`src/rtl/lqm_pkg.sv`:
```
package lqm_pkg;
  typedef struct packed {
    logic hi;
    logic lo;
  } lqm_viol_t;
endpackage

```
`src/rtl/lqm_cmp.sv`:
```
module lqm_cmp #(
  parameter int W = 16
) (
  input  logic         chk_i,
  input  logic [W-1:0] val_i,
  input  logic [W-1:0] thr_hi_i,
  input  logic [W-1:0] thr_lo_i,
  output lqm_pkg::lqm_viol_t viol_o
);
  // strict compares: all-ones high / zero low disables the limit
  always_comb begin
    viol_o.hi = chk_i && (val_i > thr_hi_i);
    viol_o.lo = chk_i && (val_i < thr_lo_i);
  end
endmodule

```
`src/rtl/lqm_warn.sv`:
```
module lqm_warn #(
  parameter int N = 2
) (
  input  logic         clk_i,
  input  logic         rst_ni,
  input  logic [N-1:0] set_i,
  input  logic         rd_i,
  output logic [N-1:0] warn_o
);
  always_ff @(posedge clk_i or negedge rst_ni) begin
    if (!rst_ni) warn_o <= '0;
    else         warn_o <= (rd_i ? '0 : warn_o) | set_i;  // set wins over clear
  end
endmodule

```
`src/rtl/lqm_event.sv`:
```
module lqm_event #(
  parameter int NC = 6
) (
  input  logic          clk_i,
  input  logic          rst_ni,
  input  logic [NC-1:0] cls_viol_i,
  input  logic [NC-1:0] rst_en_i,
  input  logic          sd_opt_i,
  input  logic          rd_pri_i,
  output logic          irq_o,
  output logic          restart_o,
  output logic          link_drop_o
);
  logic any_viol, rst_req;

  assign any_viol = |cls_viol_i;
  assign rst_req  = |(cls_viol_i & rst_en_i);

  // irq high == disarmed; only a primary read re-arms
  always_ff @(posedge clk_i or negedge rst_ni) begin
    if (!rst_ni) begin
      irq_o       <= 1'b0;
      restart_o   <= 1'b0;
      link_drop_o <= 1'b0;
    end else begin
      irq_o       <= any_viol | (irq_o & ~rd_pri_i);
      restart_o   <= rst_req;
      link_drop_o <= rst_req & ~sd_opt_i;
    end
  end
endmodule

```
`src/rtl/lq_monitor.sv`:
```
module lq_monitor #(
  parameter int N_CLS = 5,
  parameter int PW    = 16,
  parameter int VW    = 32
) (
  input  logic               clk_i,
  input  logic               rst_ni,
  input  logic               mon_en_i,
  input  logic               link_ok_i,
  input  logic               smp_vld_i,
  input  logic [N_CLS*PW-1:0] par_i,
  input  logic [N_CLS*PW-1:0] thr_hi_i,
  input  logic [N_CLS*PW-1:0] thr_lo_i,
  input  logic [VW-1:0]      var_i,
  input  logic [VW-1:0]      var_thr_hi_i,
  input  logic [N_CLS-1:0]   rst_en_i,
  input  logic               var_rst_en_i,
  input  logic               sd_opt_i,
  input  logic               rd_pri_i,
  input  logic               rd_sec_i,
  output logic [2*N_CLS-1:0] warn_pri_o,
  output logic               warn_sec_o,
  output logic               irq_o,
  output logic               restart_o,
  output logic               link_drop_o
);
  localparam int NW = 2 * N_CLS;
  localparam int NC = N_CLS + 1;

  logic               chk;
  logic [NW-1:0]      pri_set;
  logic [N_CLS-1:0]   pri_cls;
  logic               sec_set;
  lqm_pkg::lqm_viol_t var_v;

  assign chk = smp_vld_i & mon_en_i & link_ok_i;

  for (genvar k = 0; k < N_CLS; k++) begin : g_cls
    lqm_pkg::lqm_viol_t v;
    lqm_cmp #(.W(PW)) u_cmp (
      .chk_i    (chk),
      .val_i    (par_i[k*PW +: PW]),
      .thr_hi_i (thr_hi_i[k*PW +: PW]),
      .thr_lo_i (thr_lo_i[k*PW +: PW]),
      .viol_o   (v)
    );
    assign pri_set[2*k]   = v.lo;
    assign pri_set[2*k+1] = v.hi;
    assign pri_cls[k]     = v.hi | v.lo;
  end

  // variance: high limit only, low compare pinned off by a zero threshold
  lqm_cmp #(.W(VW)) u_var_cmp (
    .chk_i    (chk),
    .val_i    (var_i),
    .thr_hi_i (var_thr_hi_i),
    .thr_lo_i ('0),
    .viol_o   (var_v)
  );
  assign sec_set = var_v.hi | var_v.lo;

  lqm_warn #(.N(NW)) u_warn_pri (
    .clk_i  (clk_i),
    .rst_ni (rst_ni),
    .set_i  (pri_set),
    .rd_i   (rd_pri_i),
    .warn_o (warn_pri_o)
  );

  lqm_warn #(.N(1)) u_warn_sec (
    .clk_i  (clk_i),
    .rst_ni (rst_ni),
    .set_i  (sec_set),
    .rd_i   (rd_sec_i),
    .warn_o (warn_sec_o)
  );

  lqm_event #(.NC(NC)) u_event (
    .clk_i       (clk_i),
    .rst_ni      (rst_ni),
    .cls_viol_i  ({sec_set, pri_cls}),
    .rst_en_i    ({var_rst_en_i, rst_en_i}),
    .sd_opt_i    (sd_opt_i),
    .rd_pri_i    (rd_pri_i),
    .irq_o       (irq_o),
    .restart_o   (restart_o),
    .link_drop_o (link_drop_o)
  );
endmodule

```
`config.mk`:
```
export PLATFORM = sky130hd
export DESIGN_NAME = lq_monitor
export DESIGN_NICKNAME = d
export VERILOG_FILES = /design/src/rtl/lqm_pkg.sv /design/src/rtl/lqm_cmp.sv /design/src/rtl/lqm_warn.sv /design/src/rtl/lqm_event.sv /design/src/rtl/lq_monitor.sv
export SDC_FILE = /design/constraint.sdc
export NUM_CORES = 1
export LEC_CHECK = 0
export BUFFER_PORTS_ARGS = -buffer_cell sky130_fd_sc_hd__buf_2
export CAP_MARGIN = 20
export CORE_AREA = 2 2 129 131
export CTS_BUF_LIST = sky130_fd_sc_hd__clkbuf_16
export CTS_CLUSTER_DIAMETER = 40
export DETAILED_ROUTE_END_ITERATION = 7
export DIE_AREA = 0 0 131 133
export PLACE_DENSITY = 0.65
export SYNTH_ARGS = -nofsm -noshare
export SYNTH_HDL_FRONTEND = slang
export SYNTH_SLANG_ARGS = --single-unit
```
`constraint.sdc`:
```
create_clock -name clk_i -period 2.28 [get_ports clk_i]
set_input_delay 0.228 -clock clk_i [delete_from_list [all_inputs] [get_ports clk_i]]
set_output_delay 0.228 -clock clk_i [all_outputs]
set_load 0.02 [all_outputs]
```
# Word-level counts from Yosys, hierarchy flattened
# Index checks and enable logic that the tools add are counted.
[op_classes]
magnitude_cmp = 12
n_mux = 2
bitwise = 16
reduce_logical = 14
[ops]
columns = ["operator", "count"]
rows = [
  ["$gt A16 B16 Y1", 5],
  ["$lt A16 B16 Y1", 5],
  ["$gt A32 B32 Y1", 1],
  ["$lt A32 B1 Y1 const B", 1],
  ["$logic_and A1 B1 Y1", 12],
  ["$reduce_or A6 Y1", 2],
  ["$mux W10", 1],
  ["$or A10 B10 Y10", 1],
  ["$or A1 B1 Y1", 8],
  ["$and A6 B6 Y6", 1],
  ["$and A1 B1 Y1", 4],
  ["$not A1 Y1", 2],
  ["$mux W1", 1],
]
[totals]
reg_bits = 14
input_bits = 318
out_inout_bits = 14
wordCells = 49

# Longest topological paths before layout
# Gate-level depths: netlist (run 1).
[logic_depth]
depth_word = 7
ltp_mapped = 9
mapped_depth_nobuf = 9

# Hierarchy
# From an unflattened synthesis (run 1), not the netlist that was laid out.
[hier_totals]
hier_cells = 832
hier_area_um2 = 6033.3
[by_module_without_submodules]
columns = ["mod", "n_inst", "cells_each", "area_each_um2", "seq_area_each_um2"]
rows = [
  ["lqm_cmp at g_cls[0].u_cmp ...", 5, 112, 769.5, 0.0],
  ["lqm_cmp at u_var_cmp", 1, 228, 1636.6, 0.0],
  ["lqm_warn at u_warn_pri", 1, 21, 329.1, 250.2],
  ["lqm_event", 1, 12, 136.4, 75.1],
  ["lq_monitor", 1, 8, 47.5, 0.0],
  ["lqm_warn at u_warn_sec", 1, 3, 36.3, 25.0],
]

# Least setup slack after synthesis (run 1)
# No wires, ideal clock.
[synth_timing]
kind = "in2reg"
start = "in thr_hi_i[45]"
end = "reg u_event.restart_o"
setup_ns = 0.138
arrival_time_ns = 2.127
required_time_ns = 2.142
slack_ns = 0.015
cell_stages = 9
path_buffers = 0
cell_sequence = "inv_1 -> ha_1 -> a21o_1 -> a21o_1 -> a221o_1 -> o31ai_4 -> o22a_1 -> o21ai_0 -> or4_1"
[synth_between]
elab_chain_cells = 5
[synth_rtl]
columns = ["element", "line_no", "source"]
rows = [
  ["start: declaration", "lq_monitor.sv:12", "input logic [N_CLS*PW-1:0] thr_hi_i,"],
  ["$gt A16 B16 Y1", "lqm_cmp.sv:12", "viol_o.hi = chk_i && (val_i > thr_hi_i);"],
  ["$logic_and A1 B1 Y1", "lqm_cmp.sv:12", ""],
  ["$or A1 B1 Y1", "lq_monitor.sv:49", "assign pri_cls[k] = v.hi | v.lo;"],
  ["$and A6 B6 Y6", "lqm_event.sv:17", "assign rst_req = |(cls_viol_i & rst_en_i);"],
  ["$reduce_or A6 Y1", "lqm_event.sv:17", ""],
  ["net u_event.rst_req", "lqm_event.sv:14", "logic any_viol, rst_req;"],
  ["end signal: assignment", "lqm_event.sv:27", "restart_o <= rst_req;"],
  ["end: declaration", "lqm_event.sv:11", "output logic restart_o,"],
]
# The timed path passes the listed nets, and every way through them passes these cells.

# Final worst setup path (run 1)
[layout_timing]
start = "in par_i[31]"
end = "reg u_event.restart_o"
[layout_between]
elab_chain_cells = 5
word_cells_on_any_way = 7
cone_classes = "2 x order compare; 2 x bitwise; 3 x reduce/logical"
[layout_rtl]
columns = ["element", "line_no", "source"]
rows = [
  ["start: declaration", "lq_monitor.sv:11", "input logic [N_CLS*PW-1:0] par_i,"],
  ["$gt A16 B16 Y1 or $lt A16 B16 Y1 (tied branches)", "lqm_cmp.sv:12, lqm_cmp.sv:13", ""],
  ["$logic_and A1 B1 Y1, on equally long branches", "lqm_cmp.sv:12, lqm_cmp.sv:13", ""],
  ["$or A1 B1 Y1 *", "lq_monitor.sv:49", ""],
  ["$and A6 B6 Y6 *", "lqm_event.sv:17", ""],
  ["$reduce_or A6 Y1 *", "lqm_event.sv:17", ""],
  ["net u_event.rst_req", "lqm_event.sv:14", ""],
]
# The timed path passes the listed nets; every way through them passes the cells marked *.

==> parameters.txt, run 1 <==
Parameter                              Value

Clock tree
  Count of clock tree sinks ... 14
  Clk_lat worst skew ... about 0.24 ns
  Master cell of the clock root buffer ... sky130_fd_sc_hd__clkbuf_16
  TritonCTS clock tree ... done
  Maximum count of clock buffers along a single path ... 2
  Clock slew at the register clock pins of the worst setup and hold paths ... 0.05 ns
  Maximum level of the CTS H-tree ... 1
  Total clock buffers created by CTS ... 3

Finish
  Share of layout cells above drive strength 1 ... roughly two fifths
  Antenna diode instance count ... 0
  Cell area after layout ... approximately 8200 um^2
  Post-Layout Cell Count ... around 1400
  Number of nets in the layout ... approximately 1700
  Area growth, synth to finish ... 55.6%

Logic synthesis
  Post-synthesis register bit count ... 14
  Yosys warning total ... 0
  Sequential element share of the synthesized area ... approximately 6.6%
  Top FF cell, synth ... sky130_fd_sc_hd__dfrtp_1
  EDFF count, synth ... 0
  Mapped Cells ... around 700
  Ys async rst share ... 100%
  Net count after synthesis ... between 1000 and 1500
  Post-synthesis cell type count ... 48
  Synthesized cell area ... around 5300 um^2
  Average instance area after synthesis ... around 7.4 um^2

Power and ir drop
  Worst IR drop on VDD ... between 0.2 and 0.25 mV
  Leakage component of the power ... ~5.1 nW
  Power density cells ... ~230 nW/um^2

Global routing
  Pin count of the biggest net entering global routing ... 15
  Antenna violations before repair ... 0
  Combined global-route utilization of all metal layers ... 19.8%
  Via count of the first global-routing pass ... approximately 6400
  First-pass GRT wire length ... about 28000 um
  Total congestion overflow after global routing ... 0

Placement
  Minimum setup slack after placement ... -0.359 ns
  Post-placement cell count ... roughly 1400
  Global placement routability congestion ... about 0.91
  Count of port buffers added during placement ... 331
  Total half-perimeter wirelength after legalization and detailed placement ... around 17000 um
  Placed inst area ... a little under 8000 um^2

Drt
  Total Routed Length ... ~18000 um
  WL/cell ... roughly 13 um
  Count of antenna-violating nets left after detailed routing ... 0
  Routed via count ... 6369
  DRC violation count after routing ... 0
  Length of the first detailed-routing pass in iterations ... 6
  Iteration-0 DRC Markers ... about 120
  Per-cell via count in the routed design ... approximately 4.7

STA
  Final Hold Violating Endpoints ... 0
  Setup tns final ... 0 ns
  Crit path setup slack, layout ... between 0.07 and 0.08 ns
  Final Cycle Share ... a little over nine tenths
  Slew @ Worst Pin ... around 0.64 ns
  Post-Route Skew ... 0 ns
  Setup Viol. Count Final ... 0
  Achievable clock frequency ... around 450 MHz
  Final max-slew violation count ... 0
  Max_slew headroom ... 56.5%
  Worst hold margin ... ~0.16 ns
  Post-layout minimum cycle time ... 2.21 ns

Floorplanning
  Die Wd ... roughly 130 um
  Chip height ... 133 um
  Effective utilization at floorplan ... 32.7%
  Floorplan core area ... roughly 16000 um^2
  Top Ports ... ~330
  Full die area ... about 17000 um^2
  Total number of placement rows ... 47

Setup path
  Maximum fanout along the worst path ... 3
  Required time of the worst setup path ... between 2 and 2.5 ns
  Data arrival time of the critical path ... 2.32 ns
  Type of the setup path with the least slack ... in2reg
  Critical Path Sink Type ... flip-flop
  Crit start category ... input pin

Hold path
  Worst min path class ... in2reg

Run status
  Status ... completed

Run
  Number of max-capacitance violations reported ... 0
-- worst max-delay path, stage by stage --
cell	delay (ns)
sky130_fd_sc_hd__buf_2	0.13
sky130_fd_sc_hd__buf_4	0.13
sky130_fd_sc_hd__ha_1	0.30
sky130_fd_sc_hd__nand4_1	0.16
sky130_fd_sc_hd__or4_4	0.45
sky130_fd_sc_hd__o211ai_1	0.17
sky130_fd_sc_hd__buf_4	0.17
sky130_fd_sc_hd__o2111ai_2	0.12
sky130_fd_sc_hd__or4_1	0.47
-- per-stage QoR --
step / total power, mW / utilization (%)
finish: 1.92 / 50.8
global route: 2.14 / 50.8
detailed placement: 1.53 / 48.8
CTS: 1.90 / 49.5
global placement: 1.51 / 48.8
floorplan: 0.899 / -
-- final timing paths --
path	start	to	slack, ns	cells after the start
min	rd_sec_i	u_warn_sec.warn_o	0.16	2
max in group asynchronous	rst_ni	u_warn_pri.warn_o[5]	1.55	2
min reg2reg	u_warn_pri.warn_o[1]	u_warn_pri.warn_o[1]	0.47	1
min in group asynchronous	rst_ni	u_warn_pri.warn_o[4]	0.46	2
max reg2reg	u_event.irq_o	u_event.irq_o	1.28	3
max	par_i[31]	u_event.restart_o	0.07	9
-- cell usage in the layout, fill, tap and decap left out, drive strengths merged, types with 3 or more instances in the layout --
cell type  netlist  routed
a21o            16      16
buf              0     422
ha             187     187
a221oi           5       5
a211oi           3       3
clkbuf           0       3
a21oi           68      68
nand3           13      13
nor2b            6       6
o21a             9       9
nand4           33      33
nor3             3       3
or4              7       7
nor2            19      19
nand2b           6       6
a2111oi          5       5
a211o            3       3
o211ai           7       7
dfrtp           14      14
inv            205     205
o21ai           33      33
nand2           42      42
-- cell families after synthesis --
group                      after synthesis  synth area share [%]
DFF                                     14                  6.63
and+or+nand+nor                        139                  13.7
buffers and inverters                  205                  14.6
AOI/OAI and AO/OA                      172                  20.8
adders and majority gates              187                  44.3
-- state kept, by name (all words and copies together) (netlist names) --
name / count
u_event.restart_o: 1
u_warn_sec.warn_o: 1
u_warn_pri.warn_o: 10
u_event.irq_o: 1
u_event.link_drop_o: 1
-- power breakdown --
part	internal [mW]	total [mW]	switching [mW]
clock	0.233	0.342	0.110
combinational	0.680	1.29	0.613
sequential	0.271	0.282	0.0113
total	1.18	1.92	0.734
-- layer usage --
layer | vias to the layer above | routed length, um | part of all wire (%) | track usage, %
met3 | 30 | 1190 | 6.5 | 3.84
li1 | 3349 | - | - | -
met4 | 0 | 412 | 2.3 | 4.55
met5 | - | 0 | 0 | 0
met2 | 197 | 9170 | 50 | 37.7
met1 | 2793 | 7430 | 41 | 22.3
-- cell type report --
class,count,area [um^2]
multi-input cells,498,4360
well taps,220,275
clock inverters,1,3.75
clock buffers,3,75.1
flip-flops and latches,14,350
fillers,1580,7950
inverters,205,772
repair buffers,423,2390
-- cells in the mapped netlist, types with 2 or more instances --
cell type | n | area (um^2)
sky130_fd_sc_hd__a221oi_1 | 5 | 43.8
sky130_fd_sc_hd__nor3_1 | 3 | 15.0
sky130_fd_sc_hd__a2111o_1 | 2 | 22.5
sky130_fd_sc_hd__nand2b_1 | 5 | 31.3
sky130_fd_sc_hd__nor2b_1 | 6 | 37.5
sky130_fd_sc_hd__nand4_1 | 33 | 206
sky130_fd_sc_hd__o21ai_0 | 32 | 160
sky130_fd_sc_hd__inv_1 | 205 | 769
sky130_fd_sc_hd__a2111oi_0 | 5 | 43.8
sky130_fd_sc_hd__a31oi_1 | 2 | 12.5
sky130_fd_sc_hd__a21o_1 | 16 | 120
sky130_fd_sc_hd__or2_2 | 2 | 12.5
sky130_fd_sc_hd__a211oi_1 | 3 | 22.5
sky130_fd_sc_hd__nand3_1 | 13 | 65.1
sky130_fd_sc_hd__nand2_1 | 42 | 158
sky130_fd_sc_hd__o21a_1 | 9 | 67.6
sky130_fd_sc_hd__nor2_1 | 19 | 71.3
sky130_fd_sc_hd__or3_1 | 2 | 12.5
sky130_fd_sc_hd__o2111ai_1 | 2 | 17.5
sky130_fd_sc_hd__and4_1 | 2 | 17.5
sky130_fd_sc_hd__a21boi_0 | 2 | 15.0
sky130_fd_sc_hd__a211o_1 | 3 | 26.3
sky130_fd_sc_hd__dfrtp_1 | 14 | 350
sky130_fd_sc_hd__o211ai_1 | 7 | 52.6
sky130_fd_sc_hd__a21oi_1 | 68 | 340
sky130_fd_sc_hd__or4_1 | 6 | 45.0
sky130_fd_sc_hd__o41ai_1 | 2 | 17.5
sky130_fd_sc_hd__ha_1 | 187 | 2340
-- timing repair --
| item | CTS | global route |
|---|---|---|
| gates resized for setup | 7 | 33 |
| pin swaps | 2 | 21 |
| setup endpoints to repair | 2 | 2 |
| hold buffers | 1 | 0 |
| buffers inserted | 0 | 2 |
| hold endpoints to repair | 14 | 0 |
Note: power is estimated with default switching activity, not from simulation.
==> inputs of run 2 (changes only) <==
CTS_BUF_LIST = sky130_fd_sc_hd__clkbuf_8   (was sky130_fd_sc_hd__clkbuf_16)
==> run 2 against run 1 <==
Sequential share of layout area rose by 0.062 points. Hold slack got worse by 0.0069 ns. Global-route usage barely moved. Non-clock buffer count fell by 2. Routed wire length fell by 0.37%. Critical path type unchanged. Largest power group unchanged. Highest routed layer unchanged.
==> parameters.txt, run 2 (synthesized netlist as in run 1, its figures left out) <==
Parameter                              Value

Run status
  Status ... completed

Floorplanning
  Total number of placement rows ... 47 (unchanged)
  Die Wd ... 131 um (unchanged)
  Full die area ... 17400 um^2 (unchanged)
  Top Ports ... 332 (unchanged)
  Effective utilization at floorplan ... 32.7% (unchanged)
  Floorplan core area ... 16200 um^2 (unchanged)
  Chip height ... 133 um (unchanged)

STA
  Post-Route Skew ... 0 ns (unchanged)
  Achievable clock frequency ... 451 MHz (-0.41%)
  Slew @ Worst Pin ... 0.643 ns (-0.00118 ns)
  RSZ-0062 raised after global routing ... yes
  Post-layout minimum cycle time ... 2.22 ns (+0.00899 ns)
  Max_slew headroom ... 56.6% (+0.080 points)
  Final max-slew violation count ... 0 (unchanged)
  Final Cycle Share ... 97.2% (+0.39 points)
  Setup Viol. Count Final ... 0 (unchanged)
  Final Hold Violating Endpoints ... 0 (unchanged)

Drt
  Count of antenna-violating nets left after detailed routing ... 0 (unchanged)
  DRC violation count after routing ... 0 (unchanged)
  Iteration-0 DRC Markers ... 92 (-26%)
  WL/cell ... 13.3 um (-0.23%)
  Per-cell via count in the routed design ... 4.66 (-0.28%)
  Length of the first detailed-routing pass in iterations ... 6 (unchanged)
  Routed via count ... 6342 (-0.42%)
  Total Routed Length ... 18100 um (-0.37%)

Clock tree
  Master cell of the clock root buffer ... sky130_fd_sc_hd__clkbuf_8
  Maximum count of clock buffers along a single path ... 2 (unchanged)
  # Post-CTS Setup Buffers ... 0 (unchanged)
  TritonCTS clock tree ... done
  Maximum level of the CTS H-tree ... 1 (unchanged)
  Clk_lat worst skew ... 0.24 ns (about the same)
  Total clock buffers created by CTS ... 3 (unchanged)
  Clock slew at the register clock pins of the worst setup and hold paths ... 0.07 ns (+0.02 ns)
  Count of clock tree sinks ... 14 (unchanged)

Finish
  Number of nets in the layout ... 1648 (-0.12%)
  Share of layout cells above drive strength 1 ... 39.7% (-0.63 points)
  Post-Layout Cell Count ... 1362 (-0.15%)
  Antenna diode instance count ... 0 (unchanged)
  Max reg flops ... 10 (unchanged)
  Reg with most FFs ... u_warn_pri.warn_o
  Most common library cell in the layout ignoring fill and taps ... sky130_fd_sc_hd__buf_2
  Area growth, synth to finish ... 53.4%
  Share of the core filled with cells ... 50.1% (-0.73 points)
  Most frequent cells in the layout ... sky130_fd_sc_hd__buf_2 (330), sky130_fd_sc_hd__inv_1 (202), sky130_fd_sc_hd__ha_1 (181)

Placement
  Total half-perimeter wirelength after legalization and detailed placement ... 16700 um (unchanged)
  Global placement routability congestion ... 0.915 (unchanged)
  Post-placement cell count ... 1357 (unchanged)
  Count of port buffers added during placement ... 331 (unchanged)

Hold path
  Worst min path class ... in2reg
  Hold_sp ... rd_sec_i
  Number of stages on the worst hold path ... 2 (unchanged)
  Endpoint of the worst hold path ... u_warn_sec.warn_o

Global routing
  First-pass GRT wire length ... 27800 um (-0.20%)
  Combined global-route utilization of all metal layers ... 19.8% (-0.033 points)
  Pin count of the biggest net entering global routing ... 15 (unchanged)
  Total congestion overflow after global routing ... 0 (unchanged)
  Antenna violations before repair ... 0 (unchanged)
  Via count of the first global-routing pass ... 6412 (-0.19%)

Power and ir drop
  Power Total ... 1.81 mW (-5.6%)
  Worst IR drop on VDD ... 0.127 mV (-43%)
  Power density cells ... 223 nW/um^2 (-4.2%)
  Leakage component of the power ... 5.06 nW (-0.57%)

Setup path
  Worst path slowest cell ... sky130_fd_sc_hd__or4_4
  Category of cells accounting for the largest share of critical-path delay ... simple AND/OR/NAND/NOR gates
  Type of the setup path with the least slack ... in2reg
  Buf/Inv on CP ... 1 (-2)
  Crit start category ... input pin
  Worst reg-to-reg setup slack ... 1.28 ns (about the same)
  Required time of the worst setup path ... 2.40 ns (about the same)
  Length in cells of the worst reg-to-reg path ... 3 (unchanged)
  Critical-path cell list ... buf_2 -> ha_4 -> nand4_1 -> or4_4 -> o21ai_2 -> a31oi_2 -> a21oi_2 -> and2b_1 -> or4_1
  Maximum fanout along the worst path ... 2 (-1)
  Worst reg2reg path startpoint ... u_event.irq_o
  Critical Path Sink Type ... flip-flop
  Data arrival time of the critical path ... 2.34 ns (+0.02 ns)
  Destination of the worst register-to-register timing path ... u_event.irq_o
  Delay contributed by the slowest stage of the critical path ... 0.52 ns (+0.05 ns)

Run
  Number of max-capacitance violations reported ... 0 (unchanged)
-- run 2: cell types whose count changed in the layout (fill, tap and decap cells not counted), sizes merged --
| cell | before | now |
|---|---|---|
| clkinv | 1 | 0 |
| buf | 422 | 420 |
| clkbuf | 3 | 4 |
-- run 2: worst register-to-register path, stage by stage, from the launching register on --
cell	delay (ns)
sky130_fd_sc_hd__dfrtp_1	0.38
sky130_fd_sc_hd__nand2_1	0.08
sky130_fd_sc_hd__nand3_1	0.07
sky130_fd_sc_hd__or3_1	0.36
-- run 2: final cells by class --
type	instances	area [um^2]
inverter	205	769
clock buffer	4	55.1
timing repair buffer	421	2340
tap	220	275
fill	1589	8070
multi-input combinational	498	4310
sequential	14	350
-- run 2: worst max path at each step --
stage | start | endpoint | slack, ns | cells after the start
after global placement | par_i[17] | u_event.link_drop_o | -0.32 | 9
after CTS | par_i[29] | u_event.restart_o | 0.00009 | 9
final | par_i[10] | u_event.restart_o | 0.06 | 9
after global routing | par_i[10] | u_event.restart_o | -0.02 | 9
after detailed placement | par_i[17] | u_event.link_drop_o | -0.36 | 9
after floorplan | thr_hi_i[45] | u_event.restart_o | 0.01 | 9
-- run 2: layer usage --
metal	global-route usage (%)	part of all wire, %
met1	22.3	41
met2	37.4	51
met3	3.84	6.5
met4	4.73	2.2
met5	0	0
-- run 2: power by group --
part	switching [mW]	internal [mW]
Clock	0.0988	0.153
Combinational	0.608	0.669
Sequential	0.0113	0.271
-- run 2: metrics by stage --
stage | hold WS, ns | setup TNS (ns) | area, um^2 | setup WS (ns)
finish | 0.153 | 0 | 8100 | 0.0632
floorplan | -0.0676 | 0 | 5280 | 0.0146
global route | 0.177 | -0.0242 | 8100 | -0.0242
global placement | 0.177 | -0.875 | 7880 | -0.320
CTS | 0.150 | 0 | 7960 | 0.0000855
detailed placement | 0.184 | -0.957 | 7880 | -0.359
-- run 2: timing repair --
action / in CTS / in global routing
resized for setup: 3 / 22
pin swaps: 0 / 7
endpoints found under the setup margin: 2 / 2
hold endpoints to repair: 14 / 0
hold buffers: 1 / 0
